===== src/rtl/stp_gate_pkg.sv =====
package stp_gate_pkg;
  localparam int NUM_PORTS = 5;
  localparam int NET_PORTS = NUM_PORTS - 1;
  localparam int CPU_PORT  = NUM_PORTS;
  localparam int PORT_W    = $clog2(NUM_PORTS + 1);
  localparam int CFG_W     = 3;

  // strobes from control to datapath for one request
  typedef struct packed {
    logic                 take;
    logic                 drop;
    logic                 toCpuOnly;
    logic                 learn;
    logic [NUM_PORTS-1:0] allowMask;
  } gateStrobe_t;
endpackage


===== src/rtl/stp_gate_ctrl.sv =====
module stp_gate_ctrl
  import stp_gate_pkg::*;
(
  input  logic                 clk,
  input  logic                 rstN,
  input  logic                 cfgWrEn,
  input  logic [PORT_W-1:0]    cfgPort,
  input  logic [CFG_W-1:0]     cfgData,
  input  logic                 reqValid,
  input  logic [PORT_W-1:0]    reqSrcPort,
  input  logic                 reqStaticHit,
  input  logic                 reqOverride,
  output gateStrobe_t          strobe
);
  logic [NET_PORTS-1:0] txEn;
  logic [NET_PORTS-1:0] rxEn;
  logic [NET_PORTS-1:0] learnDis;

  // per-port control bits, reset to forwarding
  for (genvar p = 0; p < NET_PORTS; p++) begin : g_cfg
    always_ff @(posedge clk) begin
      if (!rstN) begin
        txEn[p]     <= 1'b1;
        rxEn[p]     <= 1'b1;
        learnDis[p] <= 1'b0;
      end else if (cfgWrEn && cfgPort == PORT_W'(p + 1)) begin
        txEn[p]     <= cfgData[0];
        rxEn[p]     <= cfgData[1];
        learnDis[p] <= cfgData[2];
      end
    end
  end

  logic                 srcIsCpu;
  logic                 srcIsNet;
  logic                 srcRx;
  logic                 srcLearnDis;
  logic                 ovrHit;
  logic [NUM_PORTS-1:0] srcOneHot;

  always_comb begin
    srcIsCpu    = (reqSrcPort == PORT_W'(CPU_PORT));
    srcIsNet    = (reqSrcPort >= PORT_W'(1)) && (reqSrcPort <= PORT_W'(NET_PORTS));
    ovrHit      = reqStaticHit & reqOverride;
    srcRx       = 1'b0;
    srcLearnDis = 1'b0;
    for (int p = 0; p < NET_PORTS; p++) begin
      if (reqSrcPort == PORT_W'(p + 1)) begin
        srcRx       = rxEn[p];
        srcLearnDis = learnDis[p];
      end
    end
    for (int i = 0; i < NUM_PORTS; i++) begin
      srcOneHot[i] = (reqSrcPort == PORT_W'(i + 1));
    end
  end

  always_comb begin
    strobe.take      = reqValid;
    strobe.drop      = !srcIsCpu && !(srcIsNet && (srcRx || ovrHit));
    strobe.toCpuOnly = srcIsNet && ovrHit;
    strobe.learn     = !strobe.drop && (srcIsCpu || !srcLearnDis);
    for (int p = 0; p < NET_PORTS; p++) begin
      strobe.allowMask[p] = (txEn[p] | srcIsCpu) & ~srcOneHot[p];
    end
    strobe.allowMask[CPU_PORT-1] = ~srcOneHot[CPU_PORT-1];
  end
endmodule


===== src/rtl/stp_gate_dp.sv =====
module stp_gate_dp
  import stp_gate_pkg::*;
(
  input  logic                 clk,
  input  logic                 rstN,
  input  gateStrobe_t          strobe,
  input  logic [NUM_PORTS-1:0] reqDstMask,
  output logic                 decValid,
  output logic [NUM_PORTS-1:0] egressMask,
  output logic                 learnOk,
  output logic                 dropFlag
);
  localparam logic [NUM_PORTS-1:0] CPU_BIT = NUM_PORTS'(1) << (CPU_PORT - 1);

  logic [NUM_PORTS-1:0] nextMask;

  always_comb begin
    if (strobe.drop)
      nextMask = '0;
    else if (strobe.toCpuOnly)
      nextMask = CPU_BIT & strobe.allowMask;
    else
      nextMask = reqDstMask & strobe.allowMask;
  end

  always_ff @(posedge clk) begin
    if (!rstN || !strobe.take) begin
      decValid   <= 1'b0;
      egressMask <= '0;
      learnOk    <= 1'b0;
      dropFlag   <= 1'b0;
    end else begin
      decValid   <= 1'b1;
      egressMask <= nextMask;
      learnOk    <= strobe.learn;
      dropFlag   <= strobe.drop;
    end
  end
endmodule


===== src/rtl/stp_gate_top.sv =====
module stp_gate_top
  import stp_gate_pkg::*;
(
  input  logic                 clk,
  input  logic                 rstN,
  input  logic                 cfgWrEn,
  input  logic [PORT_W-1:0]    cfgPort,
  input  logic [CFG_W-1:0]     cfgData,
  input  logic                 reqValid,
  input  logic [PORT_W-1:0]    reqSrcPort,
  input  logic [NUM_PORTS-1:0] reqDstMask,
  input  logic                 reqStaticHit,
  input  logic                 reqOverride,
  output logic                 decValid,
  output logic [NUM_PORTS-1:0] egressMask,
  output logic                 learnOk,
  output logic                 dropFlag
);
  gateStrobe_t strobe;

  stp_gate_ctrl ctrl_i (
    .clk          (clk),
    .rstN         (rstN),
    .cfgWrEn      (cfgWrEn),
    .cfgPort      (cfgPort),
    .cfgData      (cfgData),
    .reqValid     (reqValid),
    .reqSrcPort   (reqSrcPort),
    .reqStaticHit (reqStaticHit),
    .reqOverride  (reqOverride),
    .strobe       (strobe)
  );

  stp_gate_dp dp_i (
    .clk        (clk),
    .rstN       (rstN),
    .strobe     (strobe),
    .reqDstMask (reqDstMask),
    .decValid   (decValid),
    .egressMask (egressMask),
    .learnOk    (learnOk),
    .dropFlag   (dropFlag)
  );
endmodule


===== config.mk =====
export PLATFORM = sky130hd
export DESIGN_NAME = stp_gate_top
export DESIGN_NICKNAME = d
export VERILOG_FILES = /design/src/rtl/stp_gate_pkg.sv /design/src/rtl/stp_gate_ctrl.sv /design/src/rtl/stp_gate_dp.sv /design/src/rtl/stp_gate_top.sv
export SDC_FILE = /design/constraint.sdc
export NUM_CORES = 1
export LEC_CHECK = 0
export CAP_MARGIN = 20
export CORE_MARGIN = 4
export CORE_UTILIZATION = 45
export DETAILED_ROUTE_END_ITERATION = 10
export DONT_BUFFER_PORTS = 1
export PLACE_DENSITY = 0.58
export REMOVE_ABC_BUFFERS = 1
export SLEW_MARGIN = 15
export SYNTH_ARGS = -nofsm -noshare
export SYNTH_HDL_FRONTEND = slang
export SYNTH_HIERARCHICAL = 1
export SYNTH_SLANG_ARGS = --single-unit

===== constraint.sdc =====
create_clock -name clk -period 1.7 [get_ports clk]
set_input_delay 0.17 -clock clk [delete_from_list [all_inputs] [get_ports clk]]
set_output_delay 0.17 -clock clk [all_outputs]
set_load 0.005 [all_outputs]

==> key figures, run 1 <==
Synth
  • Top area cells in the synthesized netlist: dfxtp_1 43%, mux2i_1 14%, nand2_1 7.3%, and4bb_1 4.0%, and3_1 3.4%
  • Synth Instances: 99
  • Post-synth cell types: 27
  • Synth area leader: dfxtp_1
  • Yosys top cell area share: 0.431
  • Avg Cell Area, Syn: 9.38 um^2
  • Seq/Total Area, Yosys: 0.431
  • Synthesis-stage register bit count: 20
  • Cell area after synthesis: 928 um^2
  • Synth Warn #: 6

Critical path
  • CP Launch Type: flip-flop
  • Buf/Inv on CP: 0
  • Reg-to-reg critical path endpoint: dp_i/egressMask[1]
  • Critical path arrival: 1650 ps
  • FF-to-FF Start: ctrl_i/rxEn[2]
  • Crit path cell chain: mux2i_1 > nor3b_1 > o31ai_2 > and4bb_1 > and3_1
  • R2R depth: 5
  • Crit path max-delay cell type: o31ai_2
  • Delay-heaviest family, CP: simple AND/OR/NAND/NOR gates
  • Required time of the worst setup path: 1900 ps
  • Crit Path Category: flip-flop to flip-flop
  • Slowest stage delay, CP: 360 ps
  • Critical path peak fanout: 5
  • Critical Path End Type: flip-flop
  • R2R Setup Slk: 250 ps

Layout
  • Fillers: 201
  • Count of non-filler cells in the finished layout: 131
  • Area growth syn-to-layout: 10.5%
  • Share of layout cells above drive strength 1: 0.115
  • Nets: 125
  • Ant. Diodes: 0
  • Fin area: 0.00103 mm^2

STA
  • Actual slew at the worst max-slew pin: 409 ps
  • RSZ-0062 raised after global routing: no
  • Final setup vio count: 0
  • Clk_skew: 1.52 ps
  • Rel. slew slack: 0.726
  • Slew Limit Fails: 0
  • Final Hold Fails: 0
  • Setup TNS: 0 ps
  • Minimum clock period: 1450 ps
  • Achievable Freq: 0.690 GHz
  • Fin crit share: 0.852

Die
  • Die X: 53.4 um
  • Row Count: 16
  • Starting Density: 0.473
  • Die ar.: 0.00285 mm^2
  • I/O Pins: 28
  • Core area: 0.00196 mm^2
  • Die H: 53.4 um

Run
  • Max Cap Viol: 0

Detailed routing
  • Antenna-violating nets left: 0
  • Iteration-0 DRC Markers: 4
  • Total number of vias: 690
  • Detailed Route WL: 1820 um
  • DRT Pass-1 Iters: 3
  • Drc violations: 0
  • Vias/cell: 5.27
  • Avg WL per Cell: 13.9 um

CTS
  • Post-CTS Setup Bufs: 0
  • Num Clock Sinks: 20
  • CTS tree: yes
  • Clock slew at reported path FFs: 110 ps
  • Htree depth: 1
  • Clock Latency Late Sink: 290 ps
  • Max clock buf depth: 2
  • Cts hold-fix bufs: 5
  • Clk root buf: clkbuf_4
  • CTS buffer count: 3
  • Post-CTS resize count: 0

Placement
  • DP Wirelength: 1380 um
  • Port buffer count: 0
  • GPL Wtd Cong: 0.730
  • Placed cell area: 930 um^2
  • Inst Count DP: 121

Global routing
  • Largest net degree at the start of global routing: 12
  • First-pass GRT wire length: 2820 um
  • Gr usage total: 0.137
  • Initial antenna violation count: 0
  • Grt total ovfl: 0
  • Vias in the first global route: 617

Pwr
  • Pwr Density: 819 mW/mm^2
  • Maximum vdd ir drop: 0.451 mV
  • Pwr Total: 840 uW
  • Leak: 0.420 nW

Hold path
  • Hold Path Cell Cnt: 1
  • Hold-critical path endpoint: ctrl_i/learnDis[2]
  • Hold wc startpoint: rstN
  • Hold Path Class: input pin to flip-flop

Run status
  • Status: complete, no violations
-- per-layer routing --
metal	vias up	part of all wire	wire (um)	global-route usage
li1	352	-	-	-
met1	321	0.45	819	0.155
met2	15	0.49	896	0.243
met3	2	0.054	98	0.0338
met4	0	0.0055	10	0.0511
met5	-	0	0	0
-- worst register-to-register path: cells and delay by family, from the launching register on --
kind	cells	cell delay, ps
AND/OR/NAND/NOR	3	520
AO/OA/AOI/OAI	1	360
multiplexers	1	160
flip-flops	1	330
-- where the power goes --
group / leakage [nW] / switching [mW] / total (mW) / internal (mW)
sequential: 0.163 / 0.00664 / 0.489 / 0.482
combinational: 0.236 / 0.0348 / 0.0791 / 0.0442
clock: 0.0210 / 0.142 / 0.272 / 0.130
-- synthesized netlist by cell type --
cell type,n
nor3_1,3
nor3b_1,2
buf_6,1
inv_1,2
inv_2,1
and4bb_1,3
o31ai_2,1
nor2_1,3
nor4b_2,1
nand3b_1,1
mux2i_1,13
and2b_2,2
buf_2,2
o21ai_0,5
nand2_1,18
nor4_1,1
buf_4,1
a21oi_1,3
o21a_1,1
dfxtp_1,20
or2b_2,1
clkbuf_1,1
and3_1,5
nand4b_1,1
nor3_2,2
nor2b_1,4
o211ai_1,1
-- sequential cells by signal (all words and copies together) (netlist names) --
register / cells
ctrl_i/txEn: 4
ctrl_i/learnDis: 4
dp_i/egressMask: 5
dp_i/dropFlag: 1
dp_i/decValid: 1
ctrl_i/rxEn: 4
dp_i/learnOk: 1
-- layout by cell type (no fill, tap or decap), drive strengths merged, types with 4 or more instances in the layout --
cell type / count
nor2b: 4
dfxtp: 20
nor3: 5
and3: 5
dlygate4sd3: 6
mux2i: 13
o21ai: 5
nand2: 18
clkbuf: 4
-- cell type report --
class	instances	area (um^2)	area share
Multi-Input combinational cell	71	484	0.472
Sequential cell	20	400	0.390
Timing Repair Buffer	6	60.1	0.0585
Clock buffer	4	36.3	0.0354
Tap cell	27	33.8	0.0329
Inverter	3	11.3	0.0110
-- how the worst max path moves through the flow --
stage	start	end	depth (start not counted)
after floorplan	ctrl_i/rxEn[3]	dp_i/egressMask[0]	5
after global placement	ctrl_i/rxEn[3]	dp_i/egressMask[0]	5
after detailed placement	ctrl_i/rxEn[2]	dp_i/egressMask[1]	5
after CTS	ctrl_i/rxEn[2]	dp_i/egressMask[1]	5
after global routing	ctrl_i/rxEn[2]	dp_i/egressMask[3]	5
final	ctrl_i/rxEn[2]	dp_i/egressMask[1]	5
-- cell families (layout without fill, tap and decap cells) --
| group | count (synthesis) | count (layout) | share of synthesized area |
|---|---|---|---|
| simple gates | 47 | 47 | 0.309 |
| compound gates | 11 | 11 | 0.0728 |
| flops | 20 | 20 | 0.431 |
| mux | 13 | 13 | 0.140 |
| buf+inv | 8 | 13 | 0.0472 |
-- stage by stage --
stage | setup slack (ps) | utilization | hold WS, ps
after floorplan | 399 | - | 232
after global placement | 309 | 0.474 | 234
after detailed placement | 268 | 0.474 | 239
after CTS | 260 | 0.518 | 0.134
after global routing | 148 | 0.523 | 0.0441
final | 252 | 0.523 | 8.46
Power figures use the tool's default switching activity.
==> run 2: changes to the inputs <==
--- a/config.mk
+++ b/config.mk
@@ -6,7 +6,6 @@
 export NUM_CORES = 1
 export LEC_CHECK = 0
 export CAP_MARGIN = 20
-export CORE_MARGIN = 4
 export CORE_UTILIZATION = 45
 export DETAILED_ROUTE_END_ITERATION = 10
 export DONT_BUFFER_PORTS = 1
==> run 2 against run 1 <==
Compared with the run above: routed wire length is 1.8% lower; fmax is 0.56% lower; largest cell class unchanged; clock-buffer cell count decreased by 1; critical path type unchanged; die area is 21% lower.
==> key figures, run 2 (synthesized netlist as in run 1, its figures left out) <==
Run status
  • Status: complete, no violations

Die
  • Die H: 47.4 um
  • Core area: 0.00194 mm^2
  • Die X: 47.4 um
  • Die ar.: 0.00225 mm^2
  • Row Count: 16
  • I/O Pins: 28
  • Starting Density: 0.478

Critical path
  • Critical path arrival: 1660 ps
  • Critical Path End Type: flip-flop
  • Crit Path Category: flip-flop to flip-flop
  • Critical path peak fanout: 5
  • CP Launch Type: flip-flop
  • Required time of the worst setup path: 1900 ps

Pwr
  • Maximum vdd ir drop: 0.425 mV
  • Leak: 0.412 nW
  • Pwr Density: 776 mW/mm^2
  • Pwr Total: 786 uW

Global routing
  • Vias in the first global route: 642
  • Gr usage total: 0.179
  • Initial antenna violation count: 0
  • First-pass GRT wire length: 2780 um
  • Largest net degree at the start of global routing: 13
  • Grt total ovfl: 0

CTS
  • Post-CTS resize count: 0
  • CTS buffer count: 3
  • Clk root buf: clkbuf_4
  • CTS tree: yes
  • Num Clock Sinks: 20
  • Clock slew at reported path FFs: 100 ps
  • Max clock buf depth: 2
  • Clock Latency Late Sink: 290 ps
  • Post-CTS Setup Bufs: 0
  • Htree depth: 1

Layout
  • Ant. Diodes: 0
  • Most frequent cells in the layout: 20 x dfxtp_1, 18 x nand2_1, 13 x mux2i_1
  • Final Util: 0.521
  • Most common cell after layout, fill and taps aside: dfxtp_1
  • Top reg by flops: dp_i/egressMask
  • Max FFs per register: 5
  • Fillers: 205
  • Area growth syn-to-layout: 9.03%
  • Share of layout cells above drive strength 1: 0.107
  • Fin area: 0.00101 mm^2
  • Multi-input gate area: 484 um^2
  • Nets: 125
  • Count of non-filler cells in the finished layout: 130
  • Register Area: 400 um^2

Detailed routing
  • Drc violations: 0
  • Antenna-violating nets left: 0
  • Iteration-0 DRC Markers: 7
  • Vias/cell: 5.23
  • Avg WL per Cell: 13.8 um
  • DRT Pass-1 Iters: 4
  • Detailed Route WL: 1790 um
  • Total number of vias: 680

STA
  • Final Hold Fails: 0
  • Clk_skew: 2.74 ps
  • Rel. slew slack: 0.734
  • Minimum clock period: 1460 ps
  • Fin crit share: 0.857
  • Slew Limit Fails: 0
  • RSZ-0062 raised after global routing: no
  • Setup TNS: 0 ps
  • Setup ws final: 244 ps
  • Actual slew at the worst max-slew pin: 397 ps
  • Final setup vio count: 0
  • Achievable Freq: 0.687 GHz
  • Final hold slack: 16.4 ps

Placement
  • DP Wirelength: 1320 um
  • Inst Count DP: 121
  • Post-Place Worst Slack: 283 ps
  • GPL Wtd Cong: 0.719
  • Port buffer count: 0
  • Placed cell area: 930 um^2

Hold path
  • Hold Path Class: input pin to flip-flop

Run
  • Max Cap Viol: 0
run 2: cell count changes in the layout (fill, tap and decap cells not counted):
| cell | delta |
|---|---|
| clkbuf_8 | -1 |
run 2: path summary, 6_finish.rpt:
path / startpoint / end / slack, ps / depth (start not counted)
max reg2reg: ctrl_i/rxEn[3] / dp_i/egressMask[3] / 240 / 5
min reg2reg: ctrl_i/rxEn[2] / ctrl_i/rxEn[2] / 490 / 2
max: ctrl_i/rxEn[3] / dp_i/egressMask[3] / 240 / 5
min: cfgData[0] / ctrl_i/txEn[0] / 20 / 2
run 2: layout make-up:
class / count / share of cell area
clock buffer: 3 / 0.0222
inverter: 3 / 0.0111
multi-input combinational: 71 / 0.478
sequential: 20 / 0.396
tap: 27 / 0.0334
timing repair buffer: 6 / 0.0593
run 2: repair_timing:
item                                   in CTS  in global routing
hold buffers                                6                  0
endpoints found under the hold margin      14                  0
setup endpoints to repair                   0                  0
run 2: critical path: stages (launching register included):
cell	delay (ps)
dfxtp_1	340
nor2_1	90
o21ai_0	100
o31ai_2	400
and4bb_1	250
and3_1	180
run 2: power by group:
part | internal, mW | switching, mW
clock | 0.0825 | 0.135
sequential | 0.482 | 0.00668
combinational | 0.0442 | 0.0349
run 2: metal layers:
| layer | global-route usage | vias to the layer above | wire (um) |
|---|---|---|---|
| met4 | 0.0686 | 0 | 0 |
| met2 | 0.290 | 21 | 856 |
| met3 | 0.0491 | 0 | 96 |
| met5 | 0 | - | 0 |
| li1 | - | 355 | - |
| met1 | 0.226 | 304 | 837 |
==> run 3: changes to the inputs <==
--- a/config.mk
+++ b/config.mk
@@ -6,6 +6,7 @@
 export NUM_CORES = 1
 export LEC_CHECK = 0
 export CAP_MARGIN = 20
+export CORE_ASPECT_RATIO = 0.8
 export CORE_UTILIZATION = 45
 export DETAILED_ROUTE_END_ITERATION = 10
 export DONT_BUFFER_PORTS = 1
==> run 3 against run 2 <==
Compared with the run above: final area grew 5.9%; sequential share of layout area shrank 2.2 points; cell count grew 2.3%; global-route usage grew 1.0 points; clock skew shrank 1.4 ps; first-iteration DRC count grew 86%; non-clock buffer count grew 5; via count grew 8.8%; clock power grew 27%; setup slack gained 35 ps; utilization grew 4.0 points; worst hold slack gained 1.0 ps; largest power group unchanged.
==> key figures, run 3 (synthesized netlist as in run 1, its figures left out) <==
Run status
  • Status: complete, no violations

Critical path
  • Slowest stage delay, CP: 390 ps
  • Crit path cell chain: nor2_1 > o21ai_0 > o31ai_2 > and4bb_1 > and3_1
  • Critical path arrival: 1630 ps
  • Critical Path End Type: flip-flop
  • FF-to-FF Start: ctrl_i/rxEn[3]
  • Crit path max-delay cell type: o31ai_2
  • Crit Path Category: flip-flop to flip-flop
  • Reg-to-reg critical path endpoint: dp_i/egressMask[3]
  • Required time of the worst setup path: 1910 ps
  • R2R Setup Slk: 280 ps
  • CP Launch Type: flip-flop
  • Buf/Inv on CP: 0
  • Critical path peak fanout: 5
  • Delay-heaviest family, CP: simple AND/OR/NAND/NOR gates
  • R2R depth: 5

Detailed routing
  • DRT Pass-1 Iters: 5
  • Iteration-0 DRC Markers: 13
  • Antenna-violating nets left: 0
  • Drc violations: 0
  • Avg WL per Cell: 14.1 um
  • Detailed Route WL: 1870 um
  • Total number of vias: 740
  • Vias/cell: 5.56

Global routing
  • First-pass GRT wire length: 3050 um
  • Grt total ovfl: 0
  • Gr usage total: 0.189
  • Vias in the first global route: 680
  • Largest net degree at the start of global routing: 12
  • Initial antenna violation count: 0

STA
  • Final hold slack: 17.4 ps
  • RSZ-0062 raised after global routing: no
  • Setup TNS: 0 ps
  • Slew Limit Fails: 0
  • Achievable Freq: 0.704 GHz
  • Final Hold Fails: 0
  • Fin crit share: 0.836
  • Final setup vio count: 0
  • Clk_skew: 1.31 ps
  • Actual slew at the worst max-slew pin: 412 ps
  • Minimum clock period: 1420 ps
  • Rel. slew slack: 0.724

Die
  • I/O Pins: 28
  • Die X: 52.8 um
  • Die ar.: 0.00225 mm^2
  • Core area: 0.00191 mm^2
  • Row Count: 14
  • Starting Density: 0.486
  • Die H: 42.6 um

Hold path
  • Hold wc startpoint: rstN
  • Hold Path Cell Cnt: 1
  • Hold-critical path endpoint: dp_i/dropFlag
  • Hold Path Class: input pin to flip-flop

Run
  • Max Cap Viol: 0

Layout
  • Nets: 130
  • Register Area: 400 um^2
  • Most frequent cells in the layout: 20 x dfxtp_1, 18 x nand2_1, 13 x mux2i_1
  • Fin area: 0.00107 mm^2
  • Most common cell after layout, fill and taps aside: dfxtp_1
  • Max FFs per register: 5
  • Area growth syn-to-layout: 15.5%
  • Top reg by flops: dp_i/egressMask
  • Fillers: 177
  • Ant. Diodes: 0
  • Share of layout cells above drive strength 1: 0.110
  • Multi-input gate area: 484 um^2
  • Final Util: 0.562

CTS
  • Clock Latency Late Sink: 300 ps
  • Clk root buf: clkbuf_4
  • Max clock buf depth: 2
  • Clock slew at reported path FFs: 110 ps
  • CTS buffer count: 3
  • Post-CTS Setup Bufs: 0
  • Num Clock Sinks: 20
  • Htree depth: 1
  • CTS tree: yes

Pwr
  • Leak: 0.441 nW
  • Pwr Density: 799 mW/mm^2
  • Maximum vdd ir drop: 0.619 mV

Placement
  • Placed cell area: 926 um^2
  • GPL Wtd Cong: 0.776
  • Port buffer count: 0
  • DP Wirelength: 1290 um
## run 3: final cells by class
| cell class | instances | area share |
|---|---|---|
| clock buffers | 4 | 0.0338 |
| inverters | 3 | 0.0105 |
| multi-input cells | 71 | 0.452 |
| flip-flops and latches | 20 | 0.373 |
| well taps | 24 | 0.0280 |
| repair buffers | 11 | 0.103 |
## run 3: how the worst max path moves through the flow
stage | from | endpoint | slack [ps] | depth (start not counted)
2_1_floorplan | ctrl_i/rxEn[3] | dp_i/egressMask[0] | 400 | 5
3_3_place_gp | ctrl_i/rxEn[1] | dp_i/egressMask[3] | 310 | 4
3_5_place_dp | ctrl_i/rxEn[3] | dp_i/egressMask[3] | 300 | 5
4_1_cts | ctrl_i/rxEn[3] | dp_i/egressMask[3] | 280 | 5
5_1_grt | ctrl_i/rxEn[3] | dp_i/egressMask[3] | 210 | 5
6_report | ctrl_i/rxEn[3] | dp_i/egressMask[3] | 280 | 5
## run 3: routing by layer
layer | GRT usage | wire length (um)
met1 | 0.258 | 916
met2 | 0.266 | 819
met3 | 0.0906 | 128
met4 | 0.0474 | 5
met5 | 0 | 0
## run 3: stage by stage
stage / total power, mW / instances / worst slack (ps)
3_5_place_dp: 0.564 / 118 / 297
5_1_grt: 0.899 / 133 / 213
3_3_place_gp: 0.564 / 118 / 308
6_report: 0.856 / 133 / 279
2_1_floorplan: 0.554 / 94 / 399
4_1_cts: 0.864 / 130 / 283
## run 3: power breakdown
group | switching (mW) | internal, mW
Sequential | 0.00624 | 0.482
Combinational | 0.0392 | 0.0518
Clock | 0.146 | 0.131
Total | 0.192 | 0.665
## run 3: repair_timing
item / in CTS / in global routing
resized for setup: 0 / 0
setup endpoints to repair: 0 / 0
hold buffers: 8 / 3
hold endpoints to repair: 16 / 3
